--- src/rtl/hdlc_rx_pkg.sv ---
package hdlc_rx_pkg;
    localparam int DATA_W      = 8;
    localparam int BUF_DEPTH   = 8;             // power of two
    localparam int HALF_DEPTH  = BUF_DEPTH / 2;
    localparam int IDX_W       = $clog2(BUF_DEPTH);
    localparam int CNT_W       = $clog2(HALF_DEPTH + 1);
    localparam int CSR_W       = 16;

    localparam int CSR_PEND_BIT  = 15;
    localparam int CSR_EN_BIT    = 7;
    localparam int CSR_ABORT_BIT = 5;
    localparam int CSR_BAD_BIT   = 4;
    localparam int CSR_IDLE_BIT  = 3;

    typedef enum logic [1:0] {
        EV_NONE,
        EV_HALF,
        EV_END,
        EV_ABORT
    } rx_event_e;

    typedef struct packed {
        logic             idle;
        logic             fcs_bad;
        logic             aborted;
        logic [IDX_W-1:0] idx;
    } rx_stat_t;

    function automatic logic half_end(input logic [IDX_W-1:0] idx);
        return (idx % IDX_W'(HALF_DEPTH)) == IDX_W'(HALF_DEPTH - 1);
    endfunction

    function automatic logic [CSR_W-1:0] pack_csr(input logic pend,
                                                  input logic en,
                                                  input rx_stat_t st);
        logic [CSR_W-1:0] w;
        w                = '0;
        w[CSR_PEND_BIT]  = pend;
        w[CSR_EN_BIT]    = en;
        w[CSR_ABORT_BIT] = st.aborted;
        w[CSR_BAD_BIT]   = st.fcs_bad;
        w[CSR_IDLE_BIT]  = st.idle;
        w[IDX_W-1:0]     = st.idx;
        return w;
    endfunction
endpackage

--- src/rtl/rx_byte_store.sv ---
module rx_byte_store
    import hdlc_rx_pkg::*;
(
    input  logic              clk,
    input  logic              rst,
    input  logic              wr_en,
    input  logic [DATA_W-1:0] wr_data,
    input  logic              restart,
    input  logic [IDX_W-1:0]  rd_addr,
    output logic [IDX_W-1:0]  last_idx,
    output logic [IDX_W-1:0]  wr_idx,
    output logic [DATA_W-1:0] rd_byte
);
    logic [BUF_DEPTH-1:0][DATA_W-1:0] mem_q;

    assign wr_idx  = last_idx + IDX_W'(1);
    assign rd_byte = mem_q[rd_addr];

    always_ff @(posedge clk) begin
        if (rst) begin
            last_idx <= IDX_W'(BUF_DEPTH - 1);
            mem_q    <= '0;
        end else if (restart) begin
            last_idx <= IDX_W'(BUF_DEPTH - 1);
        end else if (wr_en) begin
            mem_q[wr_idx] <= wr_data;
            last_idx      <= wr_idx;
        end
    end
endmodule

--- src/rtl/rx_event_ctrl.sv ---
module rx_event_ctrl
    import hdlc_rx_pkg::*;
(
    input  logic             clk,
    input  logic             rst,
    input  logic             byte_wr,
    input  logic [IDX_W-1:0] wr_idx,
    input  logic [IDX_W-1:0] last_idx,
    input  logic             eom,
    input  logic             fcs_bad,
    input  logic             abort_in,
    input  logic             csr_rd,
    input  logic             en_wr,
    input  logic             en_val,
    output logic             restart,
    output logic             pend_q,
    output logic             en_q,
    output rx_stat_t         stat_q
);
    logic [CNT_W-1:0] cnt_q;
    logic             term_q;
    logic             armed;
    rx_event_e        ev;

    assign armed   = (cnt_q == CNT_W'(HALF_DEPTH));
    assign restart = eom | abort_in;

    always_comb begin
        if (eom && armed)                      ev = EV_END;
        else if (abort_in && armed)            ev = EV_ABORT;
        else if (byte_wr && half_end(wr_idx))  ev = EV_HALF;
        else                                   ev = EV_NONE;
    end

    always_ff @(posedge clk) begin
        if (rst) begin
            cnt_q  <= '0;
            term_q <= 1'b0;
            pend_q <= 1'b0;
            en_q   <= 1'b0;
            stat_q <= '0;
        end else begin
            if (restart)
                cnt_q <= '0;
            else if (byte_wr && !armed)
                cnt_q <= cnt_q + CNT_W'(1);

            if (en_wr)
                en_q <= en_val;

            unique case (ev)
                EV_HALF: begin
                    pend_q <= 1'b1;
                    if (!(pend_q && term_q)) begin
                        stat_q <= '{idle: 1'b0, fcs_bad: 1'b0, aborted: 1'b0, idx: wr_idx};
                        term_q <= 1'b0;
                    end
                end
                EV_END: begin
                    pend_q <= 1'b1;
                    term_q <= 1'b1;
                    stat_q <= '{idle: 1'b1, fcs_bad: fcs_bad, aborted: 1'b0, idx: last_idx};
                end
                EV_ABORT: begin
                    pend_q <= 1'b1;
                    term_q <= 1'b1;
                    stat_q <= '{idle: 1'b0, fcs_bad: 1'b0, aborted: 1'b1, idx: last_idx};
                end
                default: begin
                    if (csr_rd) begin
                        pend_q <= 1'b0;
                        term_q <= 1'b0;
                    end
                end
            endcase
        end
    end
endmodule

--- src/rtl/hdlc_rx_irq_buf.sv ---
module hdlc_rx_irq_buf
    import hdlc_rx_pkg::*;
(
    input  logic              clk,
    input  logic              rst,
    input  logic              rx_byte_vld,
    input  logic [DATA_W-1:0] rx_byte,
    input  logic              rx_eom,
    input  logic              rx_fcs_bad,
    input  logic              rx_abort,
    input  logic              host_rd_en,
    input  logic              host_sel_csr,
    input  logic [IDX_W-1:0]  host_addr,
    input  logic              host_irq_en_wr,
    input  logic              host_irq_en_val,
    output logic [CSR_W-1:0]  host_rdata,
    output logic              irq_o
);
    logic [IDX_W-1:0]  last_idx;
    logic [IDX_W-1:0]  wr_idx;
    logic [DATA_W-1:0] rd_byte;
    logic              restart;
    logic              pend_q;
    logic              en_q;
    rx_stat_t          stat_q;
    logic [CSR_W-1:0]  csr_val;

    rx_byte_store u_store (
        .clk      (clk),
        .rst      (rst),
        .wr_en    (rx_byte_vld),
        .wr_data  (rx_byte),
        .restart  (restart),
        .rd_addr  (host_addr),
        .last_idx (last_idx),
        .wr_idx   (wr_idx),
        .rd_byte  (rd_byte)
    );

    rx_event_ctrl u_ctrl (
        .clk      (clk),
        .rst      (rst),
        .byte_wr  (rx_byte_vld),
        .wr_idx   (wr_idx),
        .last_idx (last_idx),
        .eom      (rx_eom),
        .fcs_bad  (rx_fcs_bad),
        .abort_in (rx_abort),
        .csr_rd   (host_rd_en && host_sel_csr),
        .en_wr    (host_irq_en_wr),
        .en_val   (host_irq_en_val),
        .restart  (restart),
        .pend_q   (pend_q),
        .en_q     (en_q),
        .stat_q   (stat_q)
    );

    assign csr_val = pack_csr(pend_q, en_q, stat_q);
    assign irq_o   = pend_q & en_q;

    always_ff @(posedge clk) begin
        if (rst)
            host_rdata <= '0;
        else if (host_rd_en)
            host_rdata <= host_sel_csr ? csr_val : CSR_W'(rd_byte);
    end
endmodule

--- config.mk ---
export PLATFORM = sky130hd
export DESIGN_NAME = hdlc_rx_irq_buf
export DESIGN_NICKNAME = d
export VERILOG_FILES = /design/src/rtl/hdlc_rx_pkg.sv /design/src/rtl/rx_byte_store.sv /design/src/rtl/rx_event_ctrl.sv /design/src/rtl/hdlc_rx_irq_buf.sv
export SDC_FILE = /design/constraint.sdc
export NUM_CORES = 1
export LEC_CHECK = 0
export BUFFER_PORTS_ARGS = -buffer_cell sky130_fd_sc_hd__buf_2
export CAP_MARGIN = 20
export CORE_AREA = 2 2 77 109
export CTS_BUF_LIST = sky130_fd_sc_hd__clkbuf_8 sky130_fd_sc_hd__clkbuf_16
export DETAILED_ROUTE_END_ITERATION = 7
export DIE_AREA = 0 0 79 111
export PLACE_DENSITY = 0.7
export SKIP_CTS_REPAIR_TIMING = 1
export SYNTH_ARGS = -nofsm -noshare
export SYNTH_HDL_FRONTEND = slang
export SYNTH_SLANG_ARGS = --single-unit
export TNS_END_PERCENT = 100
--- constraint.sdc ---
create_clock -name clk -period 2.2 [get_ports clk]
set_clock_uncertainty 0.1 [all_clocks]
set_input_delay 0.11 -clock clk [delete_from_list [all_inputs] [get_ports clk]]
set_output_delay 0.11 -clock clk [all_outputs]
set_load 0.01 [all_outputs]
==> results.md <==
- Status: complete, but fails checks
- Failing checks: negative hold slack
- Proportion of layout cells with a drive suffix above 1: 0.135
- WP data required: 2.31 ns
- Row cnt: 39
- DPL Wire Length: 6.51 mm
- Maxcap violations: 0
- Vias after detailed routing: 3230
- Crit-path slowest cell: dfxtp_1
- First-pass GRT wire length: 15.5 mm
- LEAKAGE: 0.00187 uW
- Cell variety after synth: 40
- ANT cells: 0
- Grt ovf: 0
- Final ANT Viol Nets: 0
- Max IR drop VDD: 540 uV
- Critical Path Fanout Max: 8
- Hold/Removal Path Class: input pin to flip-flop
- Max_slew headroom: 0.583
- Worst path most repeated cell: buf_4
- Die ar.: 8770 um^2
- Max-slew violations: 0
- Minimum clock period: 2.05 ns
- Sequential area share after synthesis: 0.438
- CP Launch Point: u_store.last_idx[0]$_SDFFE_PP1P_
- Setup crit start kind: flip-flop
- Via density: 5.52
- R2r worst-path depth: 7
- IO Pins: 38
- Die X: 79 um
- Dpl cell area: 4270 um^2
- Sw Share: 0.228
- Max H-tree Level: 3
- Clk network pwr share: 0.441
- Port Buffers: 30
- Power share of the combinational group: 0.077
- Most frequent cells in the layout: 88 x dfxtp_1, 81 x mux2i_1, 58 x nor2_1
- Reg-to-reg slack, setup: 0.15 ns
- Slew at the pin closest to its max-slew limit: 0.626 ns
- Initial antenna violation count: 0
- CTS Buf Count: 9
- Sw power: 770 uW
- Fin crit share: 0.933
- Clk slew on worst S/H paths: 0.06 ns
- Ys Warns: 0
- Int Pwr: 2600 uW
- Synth Instances: 453
- Reg2reg end: u_store.mem_q[23]$_SDFFE_PP0P_
- Root buffer cell: clkbuf_16
- Post-synthesis register bit count: 88
- CP arrival: 2.17 ns
- CTS max path bufs: 2
- Clk sinks: 88
- Placer congestion estimate: 0.836
- Finished Cell Area: 4600 um^2
- Hold_ws: -0.00682 ns
- Layout area overhead: 14.2%
- Slowest cell delay on critical path: 0.46 ns
- Setup Crit Path Kind: flip-flop to flip-flop
- Core area: 7910 um^2
- Setup ws final: 0.146 ns
- Drt first-iter violations: 203
- Fillers: 705
- Crit path cell chain: ha_1, xor2_1, buf_4, nor3_2, buf_4, mux2i_1, nor2_1
- Largest net degree at the start of global routing: 43
- First-pass iteration count of the detailed router: 4
- Final Setup Violations: 0
- Dpl cells: 566
- Cell area power density: 733 nW/um^2
- Initial cell density of the core: 0.509
- DRC viols: 0
- Die Ht: 111 um
- Layout Cells excl Fill: 585
- Asr flop ratio synth: 0
- Syn_area_per_cell: 8.89 um^2
- Critical Path End Type: flip-flop
- Netlist Area Pre-Place: 4030 um^2
- Total routed wirelength: 9.38 mm
- Seq pwr share: 0.482
- Routed len/inst: 16.0 um
- GR Util All Layers: 0.228
- Vias in the first global route: 3077
- Reg-to-reg startpoint: u_store.last_idx[0]$_SDFFE_PP1P_
- Ys flop type: dfxtp_1
- Clk_lat worst skew: 0.34 ns
- CP endpoint: u_store.mem_q[23]$_SDFFE_PP0P_
- RSZ-0062 raised after global routing: no
- Placement Setup Slack: 0.0716 ns
- Power Total: 3370 uW
- Commonest non-fill, non-tap cell in the layout: dfxtp_1
- EDFF count, synth: 0
- Hold Violations, Final: 3
- TNS Setup: 0 ns
- Nets: 504
- CTS tree: done
- Fmax: 487 MHz
-- power by group through the flow --
stage | Sequential [uW] | Combinational [uW] | Clock [uW]
floorplan | 1660 | 179 | 0
detailed placement | 1660 | 252 | 0
CTS | 1620 | 253 | 1520
finish | 1620 | 261 | 1490
global route | 1620 | 285 | 1590
global placement | 1660 | 248 | 0
-- metal layers --
layer	track usage	part of all wire
met4	0.0851	0.023
met3	0.0464	0.037
met1	0.282	0.42
met5	0	0
met2	0.385	0.52
-- synthesized netlist by cell type, drive strengths merged, types with 2 or more instances --
library cell / count / area (um^2)
a21oi: 25 / 125
nand3: 29 / 150
xnor2: 3 / 26.3
inv: 4 / 15.0
nor4b: 2 / 17.5
and3: 4 / 25.0
dfxtp: 88 / 1760
nor2b: 9 / 56.3
clkbuf: 27 / 101
nor3: 6 / 62.6
buf: 12 / 75.1
a22oi: 7 / 52.6
xor2: 2 / 17.5
ha: 4 / 50.1
o21ai: 4 / 20.0
o22ai: 7 / 43.8
mux2i: 81 / 811
and2: 2 / 12.5
nand3b: 2 / 15.0
nand4: 2 / 12.5
nand2: 54 / 203
a31oi: 9 / 56.3
nor2: 58 / 218
-- critical path: cells and delay by family, from the launching register on --
kind	cells	cell delay [ns]
buffers and inverters	2	0.40
AND/OR/NAND/NOR	2	0.31
XOR/XNOR	1	0.11
multiplexers	1	0.21
flip-flops	1	0.46
adder cells (fa/ha/maj)	1	0.34
-- registers in the layout, summed over array words and instances, names as in the netlist --
name / cells
u_ctrl.pend_q: 1
host_rdata: 9
u_ctrl.term_q: 1
u_ctrl.en_q: 1
u_ctrl.stat_q: 6
u_store.last_idx: 3
u_store.mem_q: 64
u_ctrl.cnt_q: 3
-- layout make-up --
cell class	count	area, um^2	area share
clock buffer	10	239	0.0520
sequential	88	1760	0.383
multi-input combinational	328	2100	0.456
clock inverter	5	50.0	0.0109
tap	102	128	0.0278
inverter	4	15.0	0.00327
timing repair buffer	48	308	0.0669
-- kinds of logic after synthesis --
kind of cell | share of synthesized area
other cells | 0.000932
buf+inv | 0.0476
mux | 0.201
flops | 0.438
xor+xnor | 0.0109
simple gates | 0.205
compound gates | 0.0839
fa+ha+maj | 0.0124
-- worst min-delay path by stage --
stage / start / end / slack [ns] / cells after the start
finish: rx_byte[6] / u_store.mem_q[46]$_SDFFE_PP0P_ / -0.007 / 3
floorplan: rx_eom / u_store.last_idx[0]$_SDFFE_PP1P_ / 0.13 / 2
detailed placement: host_irq_en_val / u_ctrl.en_q$_SDFFE_PP0P_ / 0.26 / 3
global route: rx_byte[1] / u_store.mem_q[41]$_SDFFE_PP0P_ / 0.0006 / 3
CTS: host_irq_en_val / u_ctrl.en_q$_SDFFE_PP0P_ / -0.09 / 3
global placement: host_irq_en_val / u_ctrl.en_q$_SDFFE_PP0P_ / 0.25 / 3
-- stage by stage --
stage	utilization	hold slack, ns
global route	0.582	0.000649
detailed placement	0.540	0.258
floorplan	-	0.126
global placement	0.540	0.249
CTS	0.576	-0.0896
finish	0.582	-0.00682
Power figures use the tool's default switching activity.
